===== config.mk =====
export PLATFORM = sky130hd
export DESIGN_NAME = nbs_exchange_seq
export DESIGN_NICKNAME = d
export VERILOG_FILES = /design/src/rtl/nbs_pkg.sv /design/src/rtl/nbs_round_ctr.sv /design/src/rtl/nbs_phase_decode.sv /design/src/rtl/nbs_src_mux.sv /design/src/rtl/nbs_exchange_seq.sv
export SDC_FILE = /design/constraint.sdc
export NUM_CORES = 1
export LEC_CHECK = 0
export BUFFER_PORTS_ARGS = -buffer_cell sky130_fd_sc_hd__buf_2
export CELL_PAD_IN_SITES_DETAIL_PLACEMENT = 1
export CELL_PAD_IN_SITES_GLOBAL_PLACEMENT = 1
export CORE_MARGIN = 1.5
export CORE_UTILIZATION = 23
export CTS_CLUSTER_DIAMETER = 40
export CTS_CLUSTER_SIZE = 10
export DETAILED_ROUTE_END_ITERATION = 12
export MAX_ROUTING_LAYER = met4
export PLACE_DENSITY = 0.75
export SLEW_MARGIN = 20
export SYNTH_ARGS = -nofsm -noshare
export SYNTH_HDL_FRONTEND = slang
export SYNTH_SLANG_ARGS = --single-unit

===== constraint.sdc =====
create_clock -name clk -period 3.9 [get_ports clk]
set_input_delay 0.78 -clock clk [delete_from_list [all_inputs] [get_ports clk]]
set_output_delay 0.78 -clock clk [all_outputs]
set_load 0.005 [all_outputs]

===== src/rtl/nbs_pkg.sv =====
// Shared source-select codes and the decoded control bundle for the
// neighbourhood exchange sequencer. Assumes a 2-bit select bus.
package nbs_pkg;
    localparam logic [1:0] SEL_OWN   = 2'b00;
    localparam logic [1:0] SEL_LEFT  = 2'b01;
    localparam logic [1:0] SEL_RIGHT = 2'b10;

    typedef struct packed {
        logic in_en_raw;   // fill window before neighbour acceptance
        logic out_en;
        logic sort_start;
        logic rank_max;
        logic core_shift;
        logic chk_win;
        logic chk_last;    // last cycle of a check window
        logic tx_left;
        logic tx_right;
    } ctl_t;
endpackage


===== src/rtl/nbs_round_ctr.sv =====
// Phase and in-phase cycle counter. Counts PLEN = SLOTS+BITS cycles per
// phase, four phases per round. Start restarts from zero at any time; a
// stop request is held until the end of phase 3, where counting halts.
// Assumes start and stop are synchronous single-cycle or level inputs.
module nbs_round_ctr #(
    parameter int SLOTS = 127,
    parameter int BITS  = 16,
    localparam int PLEN = SLOTS + BITS,
    localparam int CW   = $clog2(PLEN)
) (
    input  logic          clk,
    input  logic          rst_n,
    input  logic          start,
    input  logic          stop,
    output logic          run,
    output logic [1:0]    phase,
    output logic [CW-1:0] cyc
);
    logic stop_pend;
    logic last_cyc;

    assign last_cyc = (cyc == CW'(PLEN - 1));

    // Advance the cycle and phase count, honour start and stop.
    always_ff @(posedge clk) begin
        if (!rst_n) begin
            run       <= 1'b0;
            phase     <= 2'd0;
            cyc       <= '0;
            stop_pend <= 1'b0;
        end else if (start) begin
            run       <= 1'b1;
            phase     <= 2'd0;
            cyc       <= '0;
            stop_pend <= 1'b0;
        end else if (run) begin
            if (stop) stop_pend <= 1'b1;
            if (last_cyc) begin
                cyc   <= '0;
                phase <= phase + 2'd1;
                if (phase == 2'd3 && (stop_pend || stop)) begin
                    run       <= 1'b0;
                    stop_pend <= 1'b0;
                end
            end else begin
                cyc <= cyc + 1'b1;
            end
        end
    end

    // the in-phase index wraps to zero and the phase steps by one
    p_wrap_r2: assert property (@(posedge clk) disable iff (!rst_n)
        (run && !start && last_cyc) |=> (cyc == '0 && phase == $past(phase) + 2'd1));

    // running stops only right after the last cycle of phase 3
    p_halt_boundary_r11: assert property (@(posedge clk) disable iff (!rst_n)
        $fell(run) |-> ($past(phase) == 2'd3 && $past(cyc) == CW'(PLEN - 1)));

    // once halted, only a start wakes the counter
    p_idle_hold_r11: assert property (@(posedge clk) disable iff (!rst_n)
        (!run && !start) |=> !run);
endmodule


===== src/rtl/nbs_phase_decode.sv =====
// Decodes phase and in-phase index into the select code and the control
// bundle. Exchange phases are 0 (left first) and 2 (right second);
// phases 1 and 3 only shift inside the core. Everything is low when the
// counter is not running. clk and rst_n are used by the checks only.
module nbs_phase_decode
    import nbs_pkg::*;
#(
    parameter int SLOTS = 127,
    parameter int BITS  = 16,
    localparam int PLEN = SLOTS + BITS,
    localparam int CW   = $clog2(PLEN),
    localparam int HALF = (SLOTS + 1) / 2
) (
    input  logic          clk,
    input  logic          rst_n,
    input  logic          run,
    input  logic [1:0]    phase,
    input  logic [CW-1:0] cyc,
    output logic [1:0]    sel,
    output ctl_t          ctl
);
    logic xchg, first_half, slot_win;

    assign xchg       = run && (phase == 2'd0 || phase == 2'd2);
    assign first_half = (cyc < CW'(HALF));
    assign slot_win   = (cyc < CW'(SLOTS));

    // Map the current position in the round onto select and enables.
    always_comb begin
        ctl = '0;
        sel = SEL_OWN;
        if (run) begin
            ctl.core_shift = !xchg;
            if (xchg) begin
                ctl.in_en_raw  = slot_win;
                ctl.out_en     = 1'b1;
                ctl.sort_start = (cyc == '0);
                ctl.rank_max   = first_half;
                ctl.chk_win    = !slot_win;
                ctl.chk_last   = (cyc == CW'(PLEN - 1));
                if (phase == 2'd0) begin
                    ctl.tx_right = first_half;
                    if (first_half) sel = SEL_LEFT;
                end else begin
                    ctl.tx_left = !first_half && slot_win;
                    if (!first_half && slot_win) sel = SEL_RIGHT;
                end
            end
        end
    end

    // the illegal select code is never produced
    p_sel_legal_r9: assert property (@(posedge clk) disable iff (!rst_n)
        sel != 2'b11);

    // the two neighbour strobes are never active together
    p_tx_excl_r3: assert property (@(posedge clk) disable iff (!rst_n)
        !(ctl.tx_left && ctl.tx_right));

    // idle-register phases leave the shift arrays alone
    p_idle_quiet_r5: assert property (@(posedge clk) disable iff (!rst_n)
        ctl.core_shift |-> !(ctl.in_en_raw || ctl.out_en || ctl.sort_start));
endmodule


===== src/rtl/nbs_src_mux.sv =====
// Input data multiplexer with edge sentinels. A left-edge module sees
// all-zero vectors and a right-edge module all-one vectors instead of
// neighbour data. Any code other than left or right yields own data.
module nbs_src_mux
    import nbs_pkg::*;
#(
    parameter int BITS = 16
) (
    input  logic [1:0]      sel,
    input  logic            left_edge,
    input  logic            right_edge,
    input  logic [BITS-1:0] own_data,
    input  logic [BITS-1:0] left_data,
    input  logic [BITS-1:0] right_data,
    output logic [BITS-1:0] data_out
);
    // Pick the source vector, substituting sentinels at chain ends.
    always_comb begin
        case (sel)
            SEL_LEFT:  data_out = left_edge  ? '0 : left_data;
            SEL_RIGHT: data_out = right_edge ? '1 : right_data;
            default:   data_out = own_data;
        endcase
    end
endmodule


===== src/rtl/nbs_exchange_seq.sv =====
// Top of the exchange sequencer for one sorter module of the chain.
// Combines the round counter, the phase decoder and the source mux,
// gates the fill enable with the neighbour valid strobes and keeps the
// registered global ordering flag. Assumes all modules share one clock
// and start together, so neighbour strobes line up cycle for cycle.
module nbs_exchange_seq
    import nbs_pkg::*;
#(
    parameter int SLOTS = 127,
    parameter int BITS  = 16
) (
    input  logic            clk,
    input  logic            rst_n,
    input  logic            start,
    input  logic            stop,
    input  logic            left_edge,
    input  logic            right_edge,
    input  logic            rx_left_vld,
    input  logic            rx_right_vld,
    input  logic [BITS-1:0] own_data,
    input  logic [BITS-1:0] left_data,
    input  logic [BITS-1:0] right_data,
    input  logic            local_ok,
    input  logic            chain_ok_in,
    output logic            busy,
    output logic [1:0]      src_sel,
    output logic [BITS-1:0] src_data,
    output logic            in_shift_en,
    output logic            out_shift_en,
    output logic            sort_start,
    output logic            rank_max,
    output logic            core_shift,
    output logic            chk_win,
    output logic            tx_left_vld,
    output logic            tx_right_vld,
    output logic            chain_ok_out,
    output logic            all_sorted
);
    localparam int PLEN = SLOTS + BITS;
    localparam int CW   = $clog2(PLEN);

    logic          run;
    logic [1:0]    phase;
    logic [CW-1:0] cyc;
    ctl_t          ctl;
    logic          accept;

    nbs_round_ctr #(.SLOTS(SLOTS), .BITS(BITS)) ctr_i (
        .clk(clk), .rst_n(rst_n), .start(start), .stop(stop),
        .run(run), .phase(phase), .cyc(cyc)
    );

    nbs_phase_decode #(.SLOTS(SLOTS), .BITS(BITS)) dec_i (
        .clk(clk), .rst_n(rst_n), .run(run), .phase(phase), .cyc(cyc),
        .sel(src_sel), .ctl(ctl)
    );

    nbs_src_mux #(.BITS(BITS)) mux_i (
        .sel(src_sel), .left_edge(left_edge), .right_edge(right_edge),
        .own_data(own_data), .left_data(left_data), .right_data(right_data),
        .data_out(src_data)
    );

    // Accept neighbour data only from the neighbour that is strobing it.
    always_comb begin
        case (src_sel)
            SEL_LEFT:  accept = left_edge  || rx_left_vld;
            SEL_RIGHT: accept = right_edge || rx_right_vld;
            default:   accept = 1'b1;
        endcase
    end

    assign busy         = run;
    assign in_shift_en  = ctl.in_en_raw && accept;
    assign out_shift_en = ctl.out_en;
    assign sort_start   = ctl.sort_start;
    assign rank_max     = ctl.rank_max;
    assign core_shift   = ctl.core_shift;
    assign chk_win      = ctl.chk_win;
    assign tx_left_vld  = ctl.tx_left;
    assign tx_right_vld = ctl.tx_right;
    assign chain_ok_out = chain_ok_in && local_ok;

    // Capture the chained ordering result at the end of each check window.
    always_ff @(posedge clk) begin
        if (!rst_n || start) all_sorted <= 1'b0;
        else if (ctl.chk_last) all_sorted <= chain_ok_in && local_ok;
    end

    // left neighbour data enters only under its strobe or as sentinel
    p_accept_left_r8: assert property (@(posedge clk) disable iff (!rst_n)
        (in_shift_en && src_sel == SEL_LEFT) |-> (left_edge || rx_left_vld));

    // a left-edge module never passes anything but the zero sentinel
    p_sentinel_low_r7: assert property (@(posedge clk) disable iff (!rst_n)
        (src_sel == SEL_LEFT && left_edge) |-> (src_data == '0));

    // the ordering flag changes only after a check window closes
    p_sorted_hold_r12: assert property (@(posedge clk) disable iff (!rst_n)
        (!ctl.chk_last && !start) |=> $stable(all_sorted));

    // the fill enable never reaches into the check window
    p_fill_window_r6: assert property (@(posedge clk) disable iff (!rst_n)
        in_shift_en |-> !chk_win);
endmodule


==> metrics.md <==
| Metric | Value |
|---|---|
| DIE WIDTH | `between 70 and 80 microns` |
| Synth warnings | `0` |
| Internal power | `~0.26 mW` |
| Netlist area before placement | `1240 sq um` |
| Ys flop type | `dfxtp_1` |
| Largest net degree at the start of global routing | `20` |
| Clk sinks | `13` |
| Post-DP HPWL | `~3700 microns` |
| Synth Register Bits | `13` |
| Worst-Skew Late Latency | `about 0.24 ns` |
| Post-synth EDFFs | `0` |
| Sw Ratio | `between 20% and 30%` |
| Met3 GRT Util | `under 10%` |
| Final wirelength | `4690 microns` |
| Clock skew | `approximately 0.0010 ns` |
| CTS tree | `built` |
| Initial DRC Count | `between 40 and 50` |
| CP Class | `reg -> out` |
| WHS | `0.456 ns` |
| Mapped Cells | `around 190` |
| H-tree depth | `1` |
| Grt ovf | `0` |
| Max_cap viols | `0` |
| GR Util met1 | `17.4%` |
| Crit path DAT | `roughly 2.8 ns` |
| Relative slew slack | `a little over two thirds` |
| Die height | `between 70 and 80 microns` |
| Most crowded layer after global routing | `met2` |
| GRT Resource Usage Total | `around 17%` |
| Hold Crit Class | `reg -> reg` |
| Utilization after layout | `34.3%` |
| Clock power frac | `about 34%` |
| Max-slew violations | `0` |
| Std cell rows | `26` |
| Post-CTS Repair Setup Buffers | `0` |
| Post-route DRC violation count | `0` |
| Setup_tns | `0 ns` |
| Layout cells sized above 1 | `between 30% and 40%` |
| Die area | `between 5000 and 6000 sq um` |
| Placed insts | `330` |
| Post-DRT Antenna Nets | `0` |
| Post-CTS Resized | `0` |
| Mean Syn Cell Area | `between 6 and 7 sq um` |
| Starting Density | `24.1%` |
| Switching power | `0.103 mW` |
| Num CTS Buffers | `3` |
| Initial antenna violation count | `0` |
| Final GP Congestion | `just under 0.8` |
| Leak | `0.765 nW` |
| Placed Area | `around 1700 sq um` |
| Reg clk slew, reported paths | `around 0.060 ns` |
| Critical Path Fanout Max | `14` |
| Power Total | `0.363 mW` |
| Bufs on Longest Clock Path | `2` |
| Via count | `between 1500 and 2000` |
| Max VDD drop | `between 80 and 90 uV` |
| Final setup fails | `0` |
| CTS Root Buffer Type | `clkbuf_8` |
| Pwr dens | `around 210 nW/um^2` |
| Status | `finished clean` |
| First-pass GRT wire length | `7880 microns` |
| Top-Level Pins | `just under 90` |
| Nets | `about 330` |
| Syn Nets | `approximately 250` |
| PortBufs | `86` |
| Pre-CTS setup slack | `0.545 ns` |
| Avg WL per Cell | `14.1 microns` |
| Critical Path Sink Type | `primary output` |
| DRT Pass-1 Iters | `4` |
| M2 GR Usage | `about a third` |
| Post-layout worst setup margin | `0.323 ns` |
| Combinational group share of total power | `between 20 and 30%` |
| Fmax | `between 200 and 300 MHz` |
| Area Overhead vs Synth | `42.5%` |
| Layout Cells excl Fill | `334` |
| Unrepaired setup endpoints after global routing | `false` |
| Final Hold Viols | `0` |
| Final period util | `between 90% and 100%` |
| Hold-fix buffers, CTS | `0` |
| Placeable Area | `~5000 sq um` |
| Sequential share of power | `37.5%` |
| Asr flop ratio synth | `0%` |
| CP Launch Type | `flip-flop` |
| CP Data Required Time | `3.12 ns` |
| Post-synthesis sequential area ratio | `a little over a fifth` |
| Synth unique cells | `41` |
| Fillers | `691` |
| Drt via density | `4.93` |
| Worst slew pin tran | `0.444 ns` |
| N_diodes | `0` |
| Vias in the first global route | `around 1700` |
| Crit path time final | `around 3.6 ns` |
| Final Cell Area | `~1800 sq um` |
-- critical path, cell delays in order (launching register included) --
cell,delay [ns]
dfxtp_1,0.32
inv_1,0.12
ha_1,0.26
o21ai_1,0.15
a311o_2,0.40
or3b_1,0.37
ha_1,0.29
inv_1,0.08
buf_4,0.20
nor2_1,0.07
a31oi_1,0.16
buf_2,0.14
-- power by group through the flow --
| stage | clock, mW | sequential (mW) | combinational [mW] |
|---|---|---|---|
| floorplan | 0 | 0.139 | 0.0452 |
| global placement | 0 | 0.139 | 0.103 |
| detailed placement | 0 | 0.139 | 0.106 |
| CTS | 0.125 | 0.136 | 0.106 |
| global route | 0.135 | 0.136 | 0.118 |
| finish | 0.123 | 0.136 | 0.105 |
-- state kept, by name, indices dropped and copies added (netlist names) --
| signal | flops |
|---|---|
| ctr_i.stop_pend | 1 |
| ctr_i.run | 1 |
| all_sorted | 1 |
| ctr_i.cyc | 8 |
| ctr_i.phase | 2 |
-- cells in the final DEF (no fill, tap or decap), types with 4 or more instances in the layout --
master   instances
nand2_1         26
dfxtp_1         13
ha_1             7
a21oi_1          8
buf_2           86
o21ai_0         22
a31oi_1         19
nor2_1          21
nand4_1          4
buf_4            5
inv_1            8
-- routing by layer --
metal	vias to the layer above	wire (microns)
met3	11	166
li1	817	-
met4	0	105
met1	775	1890
met5	-	0
met2	44	2530
-- synthesized netlist by cell type (2+ instances only) --
cell	n	share of area, %
nand2_1	26	7.9
o21ai_0	22	8.9
nor2_1	21	6.4
a31oi_1	19	9.6
dfxtp_1	13	21
clkbuf_1	9	2.7
a21oi_1	8	3.2
ha_1	8	8.1
inv_1	8	2.4
nand4_1	4	2.0
a211oi_1	3	1.8
and2_1	3	1.5
nor2b_1	3	1.5
nor3_1	3	1.2
a21o_1	2	1.2
buf_1	2	0.61
buf_2	2	0.81
buf_4	2	1.2
mux2i_1	2	1.6
nand3_1	2	0.81
o21ai_1	2	0.81
or3_1	2	1.0
-- final cells by class --
| type | count | area (sq um) | area share [%] |
|---|---|---|---|
| multi-input combinational | 148 | 872 | 49.5 |
| sequential | 13 | 260 | 14.8 |
| clock buffer | 4 | 45.0 | 2.56 |
| tap | 70 | 87.6 | 4.97 |
| timing repair buffer | 91 | 468 | 26.5 |
| inverter | 8 | 30.0 | 1.70 |
-- final timing paths --
path | start | endpoint | slack [ns] | cells after the start
hold / removal | all_sorted$_SDFFE_PP0P_ | all_sorted$_SDFFE_PP0P_ | 0.46 | 2
setup reg to reg | ctr_i.cyc[0]$_SDFFE_PP0P_ | ctr_i.cyc[4]$_SDFFE_PP0P_ | 2.35 | 5
hold reg to reg | all_sorted$_SDFFE_PP0P_ | all_sorted$_SDFFE_PP0P_ | 0.46 | 2
setup / recovery | ctr_i.phase[0]$_SDFFE_PP0P_ | src_data[4] | 0.32 | 11
-- cell families after synthesis --
group / after synthesis / synth area share (%)
AND/OR/NAND/NOR: 76 / 30.3
AO/OA/AOI/OAI: 60 / 28.6
buffers and inverters: 24 / 8.70
flip-flops: 13 / 21.0
adder cells (fa/ha/maj): 8 / 8.09
multiplexers: 3 / 2.53
XOR/XNOR: 1 / 0.708
Power figures use the tool's default switching activity.
